<file path="src/rtl/softpwr_pkg.sv">
package softpwr_pkg;
   localparam int NUM_BTN = 2;
   localparam int BTN_PWR = 0;
   localparam int BTN_RST = 1;

   function automatic int cnt_width(input int limit);
      return (limit > 1) ? $clog2(limit + 1) : 1;
   endfunction
endpackage

</file>
<file path="src/rtl/softpwr_tick.sv">
module softpwr_tick #(
   parameter int DIV = 50000
) (
   input  logic clk,
   input  logic rst_n,
   output logic tick
);
   localparam int CW = softpwr_pkg::cnt_width(DIV);
   localparam logic [CW-1:0] LAST = CW'(DIV - 1);

   logic [CW-1:0] cnt;

   generate
      if (DIV == 1) begin : g_every
         assign tick = 1'b1;
         always_ff @(posedge clk or negedge rst_n)
            if (!rst_n) cnt <= '0;
            else        cnt <= '0;
      end else begin : g_div
         assign tick = (cnt == LAST);
         always_ff @(posedge clk or negedge rst_n)
            if (!rst_n)    cnt <= '0;
            else if (tick) cnt <= '0;
            else           cnt <= cnt + 1'b1;
      end
   endgenerate
endmodule

</file>
<file path="src/rtl/softpwr_debounce.sv">
module softpwr_debounce #(
   parameter int TICKS = 20
) (
   input  logic clk,
   input  logic rst_n,
   input  logic tick,
   input  logic raw,
   output logic level
);
   localparam int CW = softpwr_pkg::cnt_width(TICKS);
   localparam logic [CW-1:0] LAST = CW'(TICKS - 1);

   logic [1:0]    sync;
   logic [CW-1:0] cnt;

   always_ff @(posedge clk or negedge rst_n) begin
      if (!rst_n) begin
         sync  <= '0;
         cnt   <= '0;
         level <= 1'b0;
      end else begin
         sync <= {sync[0], raw};
         if (sync[1] == level) begin
            cnt <= '0;
         end else if (tick) begin
            if (cnt == LAST) begin
               level <= sync[1];
               cnt   <= '0;
            end else begin
               cnt <= cnt + 1'b1;
            end
         end
      end
   end
endmodule

</file>
<file path="src/rtl/softpwr_timer.sv">
module softpwr_timer #(
   parameter int LIMIT = 100
) (
   input  logic clk,
   input  logic rst_n,
   input  logic tick,
   input  logic run,
   output logic done
);
   localparam int CW = softpwr_pkg::cnt_width(LIMIT);
   localparam logic [CW-1:0] TOP = CW'(LIMIT);

   logic [CW-1:0] cnt;

   assign done = (cnt == TOP);

   always_ff @(posedge clk or negedge rst_n)
      if (!rst_n)                cnt <= '0;
      else if (!run)             cnt <= '0;
      else if (tick && !done)    cnt <= cnt + 1'b1;
endmodule

</file>
<file path="src/rtl/softpwr_seq.sv">
module softpwr_seq #(
   parameter int TICK_DIV         = 50000,
   parameter int DEBOUNCE_TICKS   = 20,
   parameter int RESET_HOLD_TICKS = 100,
   parameter int LONG_PRESS_TICKS = 3000
) (
   input  logic       clk,
   input  logic       rst_n,
   input  logic       pwr_btn_raw,
   input  logic       rst_btn_raw,
   input  logic       rails_good,
   input  logic       host_wr_en,
   input  logic [7:0] host_wr_data,
   output logic       dcdc_en,
   output logic       sys_reset_n,
   output logic       pwr_led,
   output logic [7:0] btn_status,
   output logic       btn_change
);
   import softpwr_pkg::*;

   if (TICK_DIV < 1)         begin : g_bad_div  $error("TICK_DIV must be at least 1"); end
   if (DEBOUNCE_TICKS < 1)   begin : g_bad_db   $error("DEBOUNCE_TICKS must be at least 1"); end
   if (RESET_HOLD_TICKS < 1) begin : g_bad_hold $error("RESET_HOLD_TICKS must be at least 1"); end
   if (LONG_PRESS_TICKS < 1) begin : g_bad_long $error("LONG_PRESS_TICKS must be at least 1"); end

   logic               tick;
   logic [NUM_BTN-1:0] raw_vec;
   logic [NUM_BTN-1:0] db_vec;
   logic               pwr_db, rst_db, pwr_prev;
   logic               press_rise, long_done, hold_run, hold_done;
   logic               supply_q, nreset_q;

   assign raw_vec[BTN_PWR] = pwr_btn_raw;
   assign raw_vec[BTN_RST] = rst_btn_raw;

   softpwr_tick #(.DIV(TICK_DIV)) i_tick (
      .clk(clk), .rst_n(rst_n), .tick(tick)
   );

   for (genvar b = 0; b < NUM_BTN; b++) begin : g_btn
      softpwr_debounce #(.TICKS(DEBOUNCE_TICKS)) i_db (
         .clk(clk), .rst_n(rst_n), .tick(tick),
         .raw(raw_vec[b]), .level(db_vec[b])
      );
   end

   assign pwr_db = db_vec[BTN_PWR];
   assign rst_db = db_vec[BTN_RST];

   always_ff @(posedge clk or negedge rst_n)
      if (!rst_n) pwr_prev <= 1'b0;
      else        pwr_prev <= pwr_db;

   assign press_rise = pwr_db & ~pwr_prev;
   assign btn_change = pwr_db ^ pwr_prev;
   assign btn_status = {7'b0, pwr_db};

   softpwr_timer #(.LIMIT(LONG_PRESS_TICKS)) i_long (
      .clk(clk), .rst_n(rst_n), .tick(tick), .run(pwr_db), .done(long_done)
   );

   always_ff @(posedge clk or negedge rst_n) begin
      if (!rst_n)                      supply_q <= 1'b0;
      else if (long_done)              supply_q <= 1'b0;
      else if (host_wr_en)             supply_q <= host_wr_data[0];
      else if (press_rise && !supply_q) supply_q <= 1'b1;
   end

   assign hold_run = supply_q & rails_good & ~rst_db;

   softpwr_timer #(.LIMIT(RESET_HOLD_TICKS)) i_hold (
      .clk(clk), .rst_n(rst_n), .tick(tick), .run(hold_run), .done(hold_done)
   );

   always_ff @(posedge clk or negedge rst_n)
      if (!rst_n) nreset_q <= 1'b0;
      else        nreset_q <= hold_run & hold_done;

   assign dcdc_en     = supply_q;
   assign pwr_led     = supply_q;
   assign sys_reset_n = nreset_q;
endmodule

</file>
<file path="config.mk">
export PLATFORM = sky130hd
export DESIGN_NAME = softpwr_seq
export DESIGN_NICKNAME = d
export VERILOG_FILES = /design/src/rtl/softpwr_pkg.sv /design/src/rtl/softpwr_tick.sv /design/src/rtl/softpwr_debounce.sv /design/src/rtl/softpwr_timer.sv /design/src/rtl/softpwr_seq.sv
export SDC_FILE = /design/constraint.sdc
export NUM_CORES = 1
export LEC_CHECK = 0
export BUFFER_PORTS_ARGS = -buffer_cell sky130_fd_sc_hd__buf_2
export CAP_MARGIN = 10
export CORE_UTILIZATION = 34
export DETAILED_ROUTE_END_ITERATION = 8
export GPL_ROUTABILITY_DRIVEN = 0
export GPL_TIMING_DRIVEN = 0
export HOLD_SLACK_MARGIN = 0.05
export SLEW_MARGIN = 10
export SYNTH_ARGS = -nofsm -noshare
export SYNTH_HDL_FRONTEND = slang
export SYNTH_HIERARCHICAL = 1
export SYNTH_SLANG_ARGS = --single-unit
</file>
<file path="constraint.sdc">
create_clock -name clk -period 1.9 [get_ports clk]
set_input_delay 0.285 -clock clk [delete_from_list [all_inputs] [get_ports clk]]
set_output_delay 0.285 -clock clk [all_outputs]
set_load 0.005 [all_outputs]
</file>
==> impl_metrics.toml <==
[pwr]
switching_share_pct = 22.6
p_leak_nw = 1.48
clkPwrFrac_pct = 33.7
p_int_mw = 1.43
power_frac_comb_pct = 3.6
power_frac_seq_pct = 62.6
power_switching_mw = 0.419
power_density_nw_per_um2 = 556
irDropWorstVdd_uv = 431

[logic_synthesis]
synth.ff_latch_count = 54
seq_area_frac_synth_pct = 48.1
yosysUniqueCellTypes = 51
synth_top_area_share_pct = 48.1
ys_warn_count = 6
synth_edf_count = 0
syn_area_per_cell_sq_um = 10.5
synth.largest_area_cell = "dfrtp_1"
yosys-top-cells-area = "dfrtp_1 48%, xor2_1 4.1%, nand2_1 3.7%"
syn_area_sq_um = 2810
synthFlopType = "dfrtp_1"
synthCells = 268
synthArstFlopShare_pct = 100

[final_layout]
multiInputGateArea_sq_um = 1420
areaGrowthSynthToFinish_pct = 18.6
n_antenna_cell = 0
layoutNonFillerInstCount = 408
area.sequential_sq_um = 1350
drive_gt1_share_pct = 21.6
final_nets = 328
fillers = 775

[clocking]
numCtsBuffers = 5
postCtsHoldBufs = 0
cts.sinks = 54
clkLatencyLatePin_ps = 300
cts_root_buf = "clkbuf_8"
path_clk_slew_ps = 100
cts_tree = "done"
cts_buffer_depth = 2
htreeDepth = 2

[sta]
maxSlewHeadroom_pct = 53.6
layout_min_cycle_time_ps = 1940
finalSetupViolCount = 1
period_share_pct = 102
fmax_mhz = 517
fin_setup_tns_ps = -35.5
fin_ws_ps = -35.5
worst_slew_pin_slew_ps = 695
holdWs_ps = 10.1
slew_viol_final = 0
rsz0062_at_grt = "yes"
hold_viol_final = 0
skew_ps = 7.25

[outcome]
violations = "negative setup slack"
status = "finished, violations left"

[grt]
grt_max_degree = 55
antenna_found_initial = 0
grt_pass1_vias = 2045
grt_pass1_wl_um = 9140
track_usage_pct = 13.3
grt_overflow = 0

[die]
die_area_sq_um = 8630
ios = 26
fp.dieW_um = 92.9
initial_core_util_pct = 35.8
rows = 32
core_area_sq_um = 7850
dieHeight_um = 92.9

[detailed_routing]
wl_um = 5270
viasPerCell = 5.05
vias = 2062
drt_first_iter_violations = 60
ant_nets = 0
drt-pass1-iter-count = 4
route.detailed.drc = 0
routedWlPerCell_um = 12.9

[placed_design]
dp_hpwl_um = 3210
portBuffers = 11
place_inst = 387

[critical_path]
cp.required_ps = 2130
ff2ff_setup_slack_ps = -40
r2r-start = "i_tick/cnt[11]"
crit_start = "i_tick/cnt[11]"
worstPathMaxFanout = 8
end_kind = "flip-flop"
cp_data_arrival_time_ps = 2170
path_class = "flip-flop to flip-flop"
ff2ff_path_depth = 6
critPathLaunchType = "flip-flop"
r2r_end = "i_long/cnt[7]"

[flow_run]
drv_cap = 0

[worst_hold_path]
min_path_type = "primary input to async pin"
## sequential cells by signal, indices dropped and copies added, names as in the netlist
register and cells:
g_btn.i_db/sync 4, pwr_prev 1, i_tick/cnt 16, i_hold/cnt 7, i_long/cnt 12, dcdc_en 1
g_btn.i_db/cnt 10, g_btn.i_db/level 2, sys_reset_n 1
## layout by cell type (no fill, tap or decap), types with 8 or more instances in the layout
master    netlist  final
inv_1          10     10
a21oi_1        13     12
mux2i_1         9      9
nand3_1         9      9
buf_2           1     10
nor2_1         16     16
nand2_1        28     27
nand4_1        11     11
xor2_1         13     13
buf_4           9     23
dfrtp_1        54     54
nand2b_1        8      8
## cell usage after synthesis (all sizes together), types with 2 or more instances
cell,n
and4,6
xor2,13
nor4,3
nor3,4
ha,8
nor2,16
nand2,28
mux2,2
nor4bb,3
o21ai,10
and2b,4
mux2i,9
nor2b,2
or3,7
inv,10
and3,2
or3b,2
o31ai,3
or4,2
nand3,10
a21oi,13
xnor2,6
nand4,12
nand2b,8
buf,11
and2,4
and4b,2
dfrtp,54
## worst max path at each step
stage,end,cells past startpoint
3_5_place_dp,i_long/cnt[11],8
2_1_floorplan,i_long/cnt[11],8
4_1_cts,i_long/cnt[7],6
3_3_place_gp,i_long/cnt[11],8
5_1_grt,i_long/cnt[7],6
6_report,i_long/cnt[7],6
## critical path, cell delays in order (launching register included)
cell	delay (ps)
dfrtp_1	410
nor4bb_2	330
and4_4	310
buf_12	140
nand3_4	120
or4_1	420
a21oi_1	130
## repair_timing
item                       4_1_cts  5_1_grt
gates resized for setup          7        6
setup endpoints to repair       12       17
gates cloned                     2        0
pin swaps                        0        7
setup buffers                   10        3
## per-stage QoR
step	worst slack, ps	instance area, sq um	power, mW	utilization [%]
floorplan	19.8	2860	1.21	-
global placement	-195	3050	1.25	38.8
detailed placement	-200	3050	1.25	38.8
CTS	-2.01	3290	1.89	41.9
global route	-123	3330	1.93	42.4
finish	-35.5	3330	1.85	42.4
## power by group through the flow
stage,clock (mW),sequential [mW],combinational (mW)
after floorplan,0,1.18,0.0305
after global placement,0,1.18,0.0690
after detailed placement,0,1.18,0.0695
after CTS,0.659,1.16,0.0693
after global routing,0.693,1.16,0.0782
final,0.625,1.16,0.0675
## cell type report
class / count / share of cell area [%]
repair buffers: 26 / 6.61
flip-flops and latches: 54 / 40.6
inverters: 10 / 1.13
multi-input cells: 198 / 42.7
plain buffers: 11 / 2.74
clock inverters: 1 / 0.225
clock buffers: 6 / 2.18
well taps: 102 / 3.83
## kinds of logic (layout without fill, tap and decap cells)
| logic type | after synthesis | count (layout) | synth area share [%] |
|---|---|---|---|
| xor+xnor | 19 | 19 | 5.93 |
| simple gates | 121 | 121 | 26.8 |
| fa+ha+maj | 8 | 8 | 3.57 |
| compound gates | 32 | 32 | 6.68 |
| flops | 54 | 54 | 48.1 |
| other cells | 1 | 7 | 0.134 |
| mux | 11 | 11 | 4.28 |
| buf+inv | 22 | 54 | 4.46 |
## metal layers
metal	vias up	global-route usage, %	wire length, um
met2	32	22.1	2490
met3	8	3.04	163
met4	0	3.85	58
met1	1007	17.1	2560
met5	-	0	0
li1	1015	-	-
Note: power is estimated with default switching activity, not from simulation.
